### config.mk
export PLATFORM = sky130hd
export DESIGN_NAME = syscnt_cmp_timer
export DESIGN_NICKNAME = d
export VERILOG_FILES = /design/src/rtl/syscnt_pkg.sv /design/src/rtl/syscnt_prescaler.sv /design/src/rtl/syscnt_counter.sv /design/src/rtl/syscnt_compare.sv /design/src/rtl/syscnt_cmp_timer.sv
export SDC_FILE = /design/constraint.sdc
export NUM_CORES = 1
export LEC_CHECK = 0
export CELL_PAD_IN_SITES_DETAIL_PLACEMENT = 0
export CELL_PAD_IN_SITES_GLOBAL_PLACEMENT = 1
export CORE_MARGIN = 5
export CORE_UTILIZATION = 40
export CTS_CLUSTER_SIZE = 20
export DETAILED_ROUTE_END_ITERATION = 8
export DONT_BUFFER_PORTS = 1
export GPL_ROUTABILITY_DRIVEN = 0
export PLACE_DENSITY_LB_ADDON = 0.2
export SYNTH_ARGS = -nofsm -noshare
export SYNTH_HDL_FRONTEND = slang
export SYNTH_SLANG_ARGS = --single-unit
### constraint.sdc
create_clock -name clk -period 5.05 [get_ports clk]
set_input_delay 1.01 -clock clk [delete_from_list [all_inputs] [get_ports clk]]
set_output_delay 1.01 -clock clk [all_outputs]
set_load 0.005 [all_outputs]
### src/rtl/syscnt_pkg.sv
package syscnt_pkg;
   localparam int unsigned ADDR_W      = 20;
   localparam int unsigned BUS_W       = 32;
   localparam logic [ADDR_W-1:0] OFS_CNT_LO  = 20'h0_0008;
   localparam logic [ADDR_W-1:0] OFS_CNT_HI  = 20'h0_000C;
   localparam logic [ADDR_W-1:0] FRAME_BASE  = 20'h1_0000;
   localparam logic [ADDR_W-1:0] OFS_CMP_LO  = FRAME_BASE + 20'h20;
   localparam logic [ADDR_W-1:0] OFS_CMP_HI  = FRAME_BASE + 20'h24;
   localparam logic [ADDR_W-1:0] OFS_CTRL    = FRAME_BASE + 20'h2C;
   // control word bit positions
   localparam int unsigned CTRL_ARM    = 0;
   localparam int unsigned CTRL_UNMASK = 1;
   localparam int unsigned CTRL_FLAG   = 2;

   typedef struct packed {
      logic unmask;
      logic arm;
   } cmp_ctrl_t;
endpackage

### src/rtl/syscnt_prescaler.sv
module syscnt_prescaler #(
   parameter int unsigned DIV = 3
) (
   input  logic clk,
   input  logic rst_n,
   output logic tick
);
   generate
      if (DIV < 1) begin : g_bad
         $error("syscnt_prescaler: DIV must be at least 1");
      end else if (DIV == 1) begin : g_pass
         assign tick = 1'b1;
      end else begin : g_div
         localparam int unsigned DIV_W = $clog2(DIV);
         logic [DIV_W-1:0] phase_q;

         assign tick = (phase_q == DIV_W'(DIV - 1));

         always_ff @(posedge clk or negedge rst_n) begin
            if (!rst_n)    phase_q <= '0;
            else if (tick) phase_q <= '0;
            else           phase_q <= phase_q + DIV_W'(1);
         end

         // a tick is never followed directly by another tick
         assert_tick_spacing_R1: assert property (@(posedge clk) disable iff (!rst_n)
            tick |=> !tick);
      end
   endgenerate
endmodule

### src/rtl/syscnt_counter.sv
module syscnt_counter #(
   parameter int unsigned CNT_W = 64
) (
   input  logic             clk,
   input  logic             rst_n,
   input  logic             tick,
   output logic [CNT_W-1:0] count
);
   logic [CNT_W-1:0] cnt_q;

   always_ff @(posedge clk or negedge rst_n) begin
      if (!rst_n)    cnt_q <= '0;
      else if (tick) cnt_q <= cnt_q + CNT_W'(1);
   end

   assign count = cnt_q;

   assert_hold_no_tick_R1: assert property (@(posedge clk) disable iff (!rst_n)
      !tick |=> $stable(cnt_q));
   assert_step_on_tick_R1: assert property (@(posedge clk) disable iff (!rst_n)
      tick |=> cnt_q == $past(cnt_q) + CNT_W'(1));
endmodule

### src/rtl/syscnt_compare.sv
module syscnt_compare
   import syscnt_pkg::*;
#(
   parameter int unsigned CNT_W       = 64,
   parameter int unsigned HI_BITS     = 20
) (
   input  logic             clk,
   input  logic             rst_n,
   input  logic [CNT_W-1:0] count,
   input  logic             wr_lo,
   input  logic             wr_hi,
   input  logic             wr_ctrl,
   input  logic [BUS_W-1:0] wdata,
   output logic [BUS_W-1:0] cmp_lo_rd,
   output logic [BUS_W-1:0] cmp_hi_rd,
   output logic [BUS_W-1:0] ctrl_rd,
   output logic             irq_o
);
   localparam int unsigned CMP_W = BUS_W + HI_BITS;

   generate
      if (HI_BITS < 1 || HI_BITS > BUS_W || CMP_W > CNT_W) begin : g_bad
         $error("syscnt_compare: HI_BITS out of range");
      end
   endgenerate

   logic [BUS_W-1:0]   lo_q;
   logic [HI_BITS-1:0] hi_q;
   cmp_ctrl_t          ctrl_q;
   logic               flag_q;
   logic               irq_q;
   logic               reached;

   assign reached = (count >= CNT_W'({hi_q, lo_q}));

   always_ff @(posedge clk or negedge rst_n) begin
      if (!rst_n) begin
         lo_q   <= '1;
         hi_q   <= '1;
         ctrl_q <= '0;
      end else begin
         if (wr_lo)   lo_q   <= wdata;
         if (wr_hi)   hi_q   <= wdata[HI_BITS-1:0];
         if (wr_ctrl) ctrl_q <= '{unmask: wdata[CTRL_UNMASK], arm: wdata[CTRL_ARM]};
      end
   end

   // match flag: cleared only by disarming, never written by the bus
   always_ff @(posedge clk or negedge rst_n) begin
      if (!rst_n)           flag_q <= 1'b0;
      else if (!ctrl_q.arm) flag_q <= 1'b0;
      else if (reached)     flag_q <= 1'b1;
   end

   always_ff @(posedge clk or negedge rst_n) begin
      if (!rst_n) irq_q <= 1'b0;
      else        irq_q <= flag_q & ctrl_q.unmask;
   end

   assign cmp_lo_rd = lo_q;
   assign cmp_hi_rd = BUS_W'(hi_q);
   assign ctrl_rd   = BUS_W'({flag_q, ctrl_q.unmask, ctrl_q.arm});
   assign irq_o     = irq_q;

   assert_flag_needs_arm_R9: assert property (@(posedge clk) disable iff (!rst_n)
      $rose(flag_q) |-> $past(ctrl_q.arm) && $past(reached));
   assert_flag_sticky_R5: assert property (@(posedge clk) disable iff (!rst_n)
      (flag_q && ctrl_q.arm) |=> flag_q);
   assert_disarm_clears_R6: assert property (@(posedge clk) disable iff (!rst_n)
      !ctrl_q.arm |=> !flag_q);
   assert_irq_gated_R7: assert property (@(posedge clk) disable iff (!rst_n)
      irq_q |-> $past(flag_q) && $past(ctrl_q.unmask));
endmodule

### src/rtl/syscnt_cmp_timer.sv
module syscnt_cmp_timer
   import syscnt_pkg::*;
#(
   parameter int unsigned CNT_W   = 64,
   parameter int unsigned DIV     = 3,
   parameter int unsigned HI_BITS = 20
) (
   input  logic              clk,
   input  logic              rst_n,
   input  logic [ADDR_W-1:0] bus_addr,
   input  logic              bus_wr,
   input  logic [BUS_W-1:0]  bus_wdata,
   output logic [BUS_W-1:0]  bus_rdata,
   output logic              irq
);
   generate
      if (CNT_W != 2 * BUS_W) begin : g_bad
         $error("syscnt_cmp_timer: CNT_W must be two bus words");
      end
   endgenerate

   logic             tick;
   logic [CNT_W-1:0] count;
   logic [BUS_W-1:0] cmp_lo_rd, cmp_hi_rd, ctrl_rd;
   logic             sel_lo, sel_hi, sel_ctrl;

   assign sel_lo   = (bus_addr == OFS_CMP_LO);
   assign sel_hi   = (bus_addr == OFS_CMP_HI);
   assign sel_ctrl = (bus_addr == OFS_CTRL);

   syscnt_prescaler #(.DIV(DIV)) i_presc (
      .clk (clk), .rst_n (rst_n), .tick (tick)
   );

   syscnt_counter #(.CNT_W(CNT_W)) i_cnt (
      .clk (clk), .rst_n (rst_n), .tick (tick), .count (count)
   );

   syscnt_compare #(.CNT_W(CNT_W), .HI_BITS(HI_BITS)) i_cmp (
      .clk       (clk),
      .rst_n     (rst_n),
      .count     (count),
      .wr_lo     (bus_wr && sel_lo),
      .wr_hi     (bus_wr && sel_hi),
      .wr_ctrl   (bus_wr && sel_ctrl),
      .wdata     (bus_wdata),
      .cmp_lo_rd (cmp_lo_rd),
      .cmp_hi_rd (cmp_hi_rd),
      .ctrl_rd   (ctrl_rd),
      .irq_o     (irq)
   );

   always_comb begin
      bus_rdata = '0;
      unique case (bus_addr)
         OFS_CNT_LO: bus_rdata = count[BUS_W-1:0];
         OFS_CNT_HI: bus_rdata = count[CNT_W-1:BUS_W];
         OFS_CMP_LO: bus_rdata = cmp_lo_rd;
         OFS_CMP_HI: bus_rdata = cmp_hi_rd;
         OFS_CTRL:   bus_rdata = ctrl_rd;
         default:    bus_rdata = '0;
      endcase
   end
endmodule

* After elaboration in Yosys (flattened, before gate mapping)
Cells that the tools add are included.
** Word-level totals
- Flip-flop bits (word level) :: 122
- Bits in latches :: 0
- Memory bits (writable) :: 0
- Bits in read-only memories :: 0
- Bits of input ports :: 55
- Output and inout bits :: 33
- Word-level logic and storage cells :: 26
- Memories kept :: 0
** Operators by class
- Add/sub/neg operators :: 2
- Multiply operators :: 0
- Divide/modulo/power cells :: 0
- $lt $le $gt $ge :: 1
- Equality and inequality tests :: 7
- Shift operators :: 0
- Muxes and demuxes :: 4
- Bitwise operators :: 1
- Reduce and logical (&&, ||, !) cells :: 3
** Operator list (number)
- $pmux 32 s5 :: 1
- $add 64x1->64 const B :: 1
- $ge 64x52->1 :: 1
- $eq 20x17->1 const B :: 3
- $eq 20x4->1 const B :: 2
- $logic_and 1x1->1 :: 3
- $add 2x1->2 const B :: 1
- $eq 2x2->1 const B :: 1
- $mux 1 :: 2
- $mux 2 :: 1
- $ne 2x2->1 const B :: 1
- $and 1x1->1 :: 1

* Longest topological paths before layout
Gate-level depths: netlist of run 1.
- Depth in word-level cells :: 3
- Mapped depth :: 9
- Depth with buffers taken out :: 8

* By module
From an unflattened synthesis of run 1, not the netlist that was laid out.
** Unflattened totals
- Cells, all modules :: 861
- Area total of the unflattened synthesis :: 8206.6 um^2
** By module, submodules not included
- syscnt_compare :: instances 1, cells an instance 409, area each 3648.5 um^2, sequential area each 1466.4 um^2
- syscnt_counter :: instances 1, cells an instance 285, area each 3098.0 um^2, sequential area each 1601.5 um^2
- syscnt_cmp_timer :: instances 1, cells an instance 162, area each 1391.3 um^2, sequential area each 0.0 um^2
- syscnt_prescaler :: instances 1, cells an instance 5, area each 68.8 um^2, sequential area each 50.0 um^2

* Worst setup path after synthesis of run 1
Ideal clock, no wire load.
- Kind :: input to output
- From :: input bus_addr[14]
- To :: output bus_rdata[0]
- Arrival :: 2.702 ns
- Required time :: 4.040 ns
- Slack :: 1.338 ns
- Stages :: 6
- Path buffers :: 1
- Cells stage by stage :: or4_4 or4_4 nor2_4 buf_1 a22oi_1 o211ai_1
** Between the ends
- Cells in the longest elaborated chain, start to end :: 2
- Elaborated cells between the ends (all ways) :: 6
- Classes of those cells :: 5 x eq/ne; 1 x mux
** Ends and longest elaborated chain
- from (decl) :: RTL line syscnt_cmp_timer.sv:10 : input logic [ADDR_W-1:0] bus_addr,
- $eq 20x17->1 or $eq 20x4->1 (tied branches) :: RTL line syscnt_cmp_timer.sv:55 : unique case (bus_addr)
- $pmux 32 s5 * :: RTL line syscnt_cmp_timer.sv:55
- to (decl) :: RTL line syscnt_cmp_timer.sv:13 : output logic [BUS_W-1:0] bus_rdata,
Every way passes the cells marked *; elsewhere a longest branch is shown, timed or not.

* Worst setup path in the final report of run 1
- From :: input bus_addr[14]
- To :: output bus_rdata[13]
The elaborated chain is that of the path after synthesis.

==> results of run 1 <==
## registers in the layout (all words and copies together) (netlist names)
signal and cells:
i_cmp.cmp_lo_rd 32, i_cmp.hi_q 20, i_cnt.count 64, i_presc.g_div.phase_q 2
i_cmp.irq_o 1, i_cmp.ctrl_rd 2, i_cmp.flag_q 1
## layer usage
metal | up-vias | routed length [µm]
met3 | 17 | 992
met5 | - | 0
met1 | 2551 | 8300
met2 | 103 | 8620
li1 | 2442 | -
met4 | 0 | 187
## final timing paths
kind / start / end / slack (ns) / depth (start not counted)
worst max-delay path: bus_addr[14] / bus_rdata[13] / 0.99 / 5
worst min-delay path: rst_n / i_cnt.count[58]$_DFFE_PN0N_ / 0.28 / 0
worst max register to register: i_cmp.cmp_lo_rd[14]$_DFFE_PN1P_ / i_cmp.flag_q$_DFFE_PN0P_ / 2.20 / 8
worst min register to register: i_presc.g_div.phase_q[1]$_DFF_PN0_ / i_presc.g_div.phase_q[0]$_DFF_PN0_ / 0.47 / 1
max in group asynchronous: rst_n / i_cmp.cmp_lo_rd[7]$_DFFE_PN1P_ / 4.47 / 0
min in group clk: i_presc.g_div.phase_q[1]$_DFF_PN0_ / i_presc.g_div.phase_q[0]$_DFF_PN0_ / 0.47 / 1
## critical path: stages
cell	delay (ns)
or4_4	0.52
or4_4	0.52
nor2_4	0.39
buf_4	0.36
a221o_1	0.24
## power by group
group | switching (W) | total (W) | internal [W]
Combinational | 0.00000114 | 0.00000738 | 0.00000624
Sequential | 0.00000000970 | 0.000980 | 0.000980
Clock | 0.000450 | 0.00130 | 0.000848
## per-stage QoR
| stage | power, W | setup slack, ns | util [%] | cells | hold WS (ns) |
|---|---|---|---|---|---|
| 6_report | 0.00229 | 0.987 | 44.9 | 926 | 0.284 |
| 3_5_place_dp | 0.00100 | 0.959 | 41.4 | 894 | 0.471 |
| 3_3_place_gp | 0.00100 | 0.978 | 41.4 | 894 | 0.466 |
| 5_1_grt | 0.00236 | 0.803 | 44.9 | 926 | 0.251 |
| 4_1_cts | 0.00232 | 0.959 | 44.9 | 926 | 0.259 |
| 2_1_floorplan | 0.00101 | 1.34 | - | 685 | 0.439 |
## area by class of cell
class,count,area [µm²],area share (%)
Multi-Input combinational cell,481,3730,46.6
Sequential cell,122,3120,38.9
Clock buffer,20,457,5.70
Tap cell,229,287,3.57
Inverter,58,218,2.72
Clock inverter,12,171,2.14
Timing Repair Buffer,4,30.0,0.375
## cell usage in the layout, fill, tap and decap left out, types with 30 or more instances in the layout
master   Yosys  routed
mux2_1      30      30
dfrtp_1     70      70
mux2i_1     32      32
xnor2_1     45      45
ha_1        53      53
dfstp_2     52      52
nand2_1     48      48
nand4_1     36      36
nor2_1      36      36
inv_1       58      58
## kinds of logic after synthesis
family / count (synthesis)
AOI/OAI and AO/OA: 75
xor gates and xnor gates: 63
adders and majority gates: 53
buffers and inverters: 82
DFF: 122
muxes: 87
and+or+nand+nor: 203
==> flow_summary.ini, run 1 <==
[placement]
hpwlAfterDp_um = 13000
io_buffers = 0
place_area_um2 = 7390

[global_route]
overflow = 0
grt_pass1_wl_um = 29200
use_met2_pct = 29.2
met1_usage_pct = 24.8
grtUsageTotal_pct = 18.4
top_usage_layer = met2
grt_start_max_net_pins = 123
grt_pass1_vias = 5277
met3_usage_pct = 5.29
antenna_found_initial = 0

[cells_and_area]
fin_area_um2 = 8020
antenna_cells = 0
area_delta_synth_final_pct = 11.6
drive_above_1_share_pct = 17.1
fillerInstances = 1686
nNetsFinal = 792

[sta]
worstMarginPinSlew_ns = 0.943
maxSlewHeadroom_pct = 37.1
drv_slew = 0
hold_viol_final = 0
clock.fmax_ghz = 0.246
setup_viol = 0
layout_min_cycle_time_ns = 4.06
post-route-period-util_pct = 80.5
rsz0062_at_grt = false
fin_worst_skew_ns = 0.0125
tns_ns = 0

[route]
firstDrtPassIters = 4
viasPerCell = 5.52
dr_total_vias = 5113
dr.first_iter.drc_count = 241
drc_errors = 0
avgRoutedWirePerCell_um = 19.5
ant_nets = 0
routed_wl_um = 18100

[clocking]
htree_levels = 4
clock-sinks = 122
postCtsSetupBuffers = 0
cts_buffer_depth = 2
cts_tree = built
hold_buffers = 0
clk-insertion-delay-late_ns = 0.42
cts_buffers = 17
clkSlewWorstSetupHoldPaths_ns = 0.06
postCtsResizedCells = 0
cts-root-buf = clkbuf_16

[yosys]
synth_top_family_by_area = simple AND/OR/NAND/NOR gates
synth-seq-cells = 122
yosys.area_share.xor_xnor_pct = 7.68
synth_cell_type_count = 45
synth.most_common_cell = dfrtp_1
yosys.area.top_type = dfrtp_1
syn_inst = 685
synth-main-ff-cell = dfrtp_1
synth_fp_nets = 793
synth-simple-area-share_pct = 14.7
synthTopCellsByCount = dfrtp_1 (70), inv_1 (58), ha_1 (53)
synth_adder_area_share_pct = 9.23
muxShareOfSynthArea_pct = 13.1
synth_top_cell_area_share_pct = 24.4
synth_edf_count = 0
synth_area_leaders = dfrtp_1 (24%), dfstp_2 (19%), ha_1 (9.2%), xnor2_1 (5.5%), mux2_1 (4.7%)
syn_avg_cell_area_um2 = 10.5
synth_compound_area_share_pct = 7.18
synthArstFlopShare_pct = 100
yosysWarnings = 0
yosysSeqAreaShare_pct = 43.4
syn_area_um2 = 7180

[pwr]
peakVddDrop_mv = 0.228
powerDensity_nw_per_um2 = 285
power_leakage_nw = 3.52

[die]
placeableCoreArea_um2 = 17800
start_util_pct = 40.3
ios = 88
core.rowCount = 49
dieArea_um2 = 20700
fp.dieW_um = 144
fp.dieH_um = 144

[critical_path]
worst_ep_arrival_time_ns = 3.05
startpoint_type = input port
cp_data_required_time_ns = 4.04
path_max_fanout = 18
end_kind = primary output
crit_type = in -> out

[worst_hold_path]
hold_path.class = in -> async

[job]
maxCapViolations = 0

[status]
status = finished, final reports clean
No activity file was read; power rests on OpenSTA's default activity.
==> run 2, diff against run 1 <==
==> constraint.sdc (replaced) <==
create_clock -name clk -period 3.7 [get_ports clk]
set_input_delay 0.74 -clock clk [delete_from_list [all_inputs] [get_ports clk]]
set_output_delay 0.74 -clock clk [all_outputs]
set_load 0.005 [all_outputs]
==> run 2 against run 1 <==
Compared with the run above:
- count of clock-buffer cells in the layout up 5
- largest power group unchanged
- largest cell class unchanged
- clock skew down 0.0046 ns
- first-iteration DRC count up 33%
- highest routed layer unchanged
==> flow_summary.ini, run 2 (synthesized netlist as in run 1, its figures left out) <==
[sta]
layout_min_cycle_time_ns = 3.18
worstMarginPinSlew_ns = 0.904
post-route-period-util_pct = 85.9
hold_viol_final = 0
clock.fmax_ghz = 0.315
tns_ns = 0
rsz0062_at_grt = false
holdWs_ns = 0.0238
maxSlewHeadroom_pct = 39.1
fin_ws_ns = 0.521
drv_slew = 0
setup_viol = 0
fin_worst_skew_ns = 0.00789

[clocking]
postCtsSetupBuffers = 0
postCtsResizedCells = 0
cts_buffer_depth = 2
clk-insertion-delay-late_ns = 0.42
htree_levels = 4
cts_tree = built
cts_buffers = 17
clock-sinks = 122
cts-root-buf = clkbuf_16
clkSlewWorstSetupHoldPaths_ns = 0.05
hold_buffers = 0

[placement]
place_area_um2 = 7470
io_buffers = 0
hpwlAfterDp_um = 13100
dp_slack_ns = 0.528

[die]
fp.dieW_um = 144
ios = 88
start_util_pct = 40.3
placeableCoreArea_um2 = 17800
fp.dieH_um = 144
dieArea_um2 = 20700
core.rowCount = 49

[pwr]
powerDensity_nw_per_um2 = 382
power_leakage_nw = 3.57
peakVddDrop_mv = 0.316
power_w = 0.00309

[job]
maxCapViolations = 0

[critical_path]
path_max_fanout = 20
crit_type = in -> out
worst_ep_arrival_time_ns = 2.44
end_kind = primary output
cp_data_required_time_ns = 2.96
startpoint_type = input port

[cells_and_area]
largest_reg_flops = 64
nNetsFinal = 800
most-common-layout-cells = dfrtp_1 (70), inv_1 (58), ha_1 (53)
area_delta_synth_final_pct = 12.6
final_common_cell = dfrtp_1
antenna_cells = 0
fin_area_um2 = 8090
drive_above_1_share_pct = 17.6
fillerInstances = 1659

[route]
routed_wl_um = 18100
drc_errors = 0
ant_nets = 0
avgRoutedWirePerCell_um = 19.3
dr_total_vias = 5069
viasPerCell = 5.43
firstDrtPassIters = 4
dr.first_iter.drc_count = 321

[status]
status = finished, final reports clean

[global_route]
overflow = 0
grt_pass1_vias = 5265
grt_pass1_wl_um = 28700
grtUsageTotal_pct = 18.0
antenna_found_initial = 0
grt_start_max_net_pins = 123

[worst_hold_path]
hold_path.class = in -> async
## run 2: final timing paths
check | startpoint | to | slack [ns] | cells past startpoint
setup / recovery | bus_addr[14] | bus_rdata[10] | 0.52 | 5
hold / removal | rst_n | i_cnt.count[25]$_DFFE_PN0N_ | 0.02 | 0
setup reg to reg | i_cmp.cmp_lo_rd[14]$_DFFE_PN1P_ | i_cmp.flag_q$_DFFE_PN0P_ | 0.94 | 8
hold reg to reg | i_presc.g_div.phase_q[1]$_DFF_PN0_ | i_presc.g_div.phase_q[0]$_DFF_PN0_ | 0.47 | 1
max in group asynchronous | rst_n | i_cmp.cmp_lo_rd[16]$_DFFE_PN1P_ | 3.41 | 0
min in group clk | bus_wdata[5] | i_cmp.cmp_lo_rd[5]$_DFFE_PN1P_ | 0.46 | 1
## run 2: per-stage QoR
step,instances,util [%]
floorplan,685,-
global placement,902,41.9
detailed placement,902,41.9
CTS,934,45.3
global route,934,45.3
finish,934,45.3
## run 2: layer usage
metal,track usage (%),wire length [µm]
met1,24.7,8300
met2,27.9,8410
met3,4.76,1110
met4,5.40,244
met5,0,0
## run 2: layout make-up
| type | count | area [µm²] | share of cell area (%) |
|---|---|---|---|
| clock buffers | 25 | 505 | 6.25 |
| clock inverters | 7 | 113 | 1.39 |
| inverters | 58 | 218 | 2.69 |
| multi-input cells | 481 | 3730 | 46.1 |
| flip-flops and latches | 122 | 3120 | 38.6 |
| well taps | 229 | 287 | 3.54 |
| repair buffers | 12 | 115 | 1.42 |
## run 2: critical path, cell delays in order
cell	delay, ns
or4_4	0.53
or4_4	0.52
nor2_1	0.10
buf_4	0.29
a221o_1	0.25
## run 2: report_power, final
| part | total [W] | internal, W | switching [W] | leakage (nW) |
|---|---|---|---|---|
| clock | 0.00174 | 0.00115 | 0.000592 | 0.303 |
| combinational | 0.0000101 | 0.00000850 | 0.00000159 | 1.76 |
| sequential | 0.00134 | 0.00134 | 0.0000000137 | 1.51 |
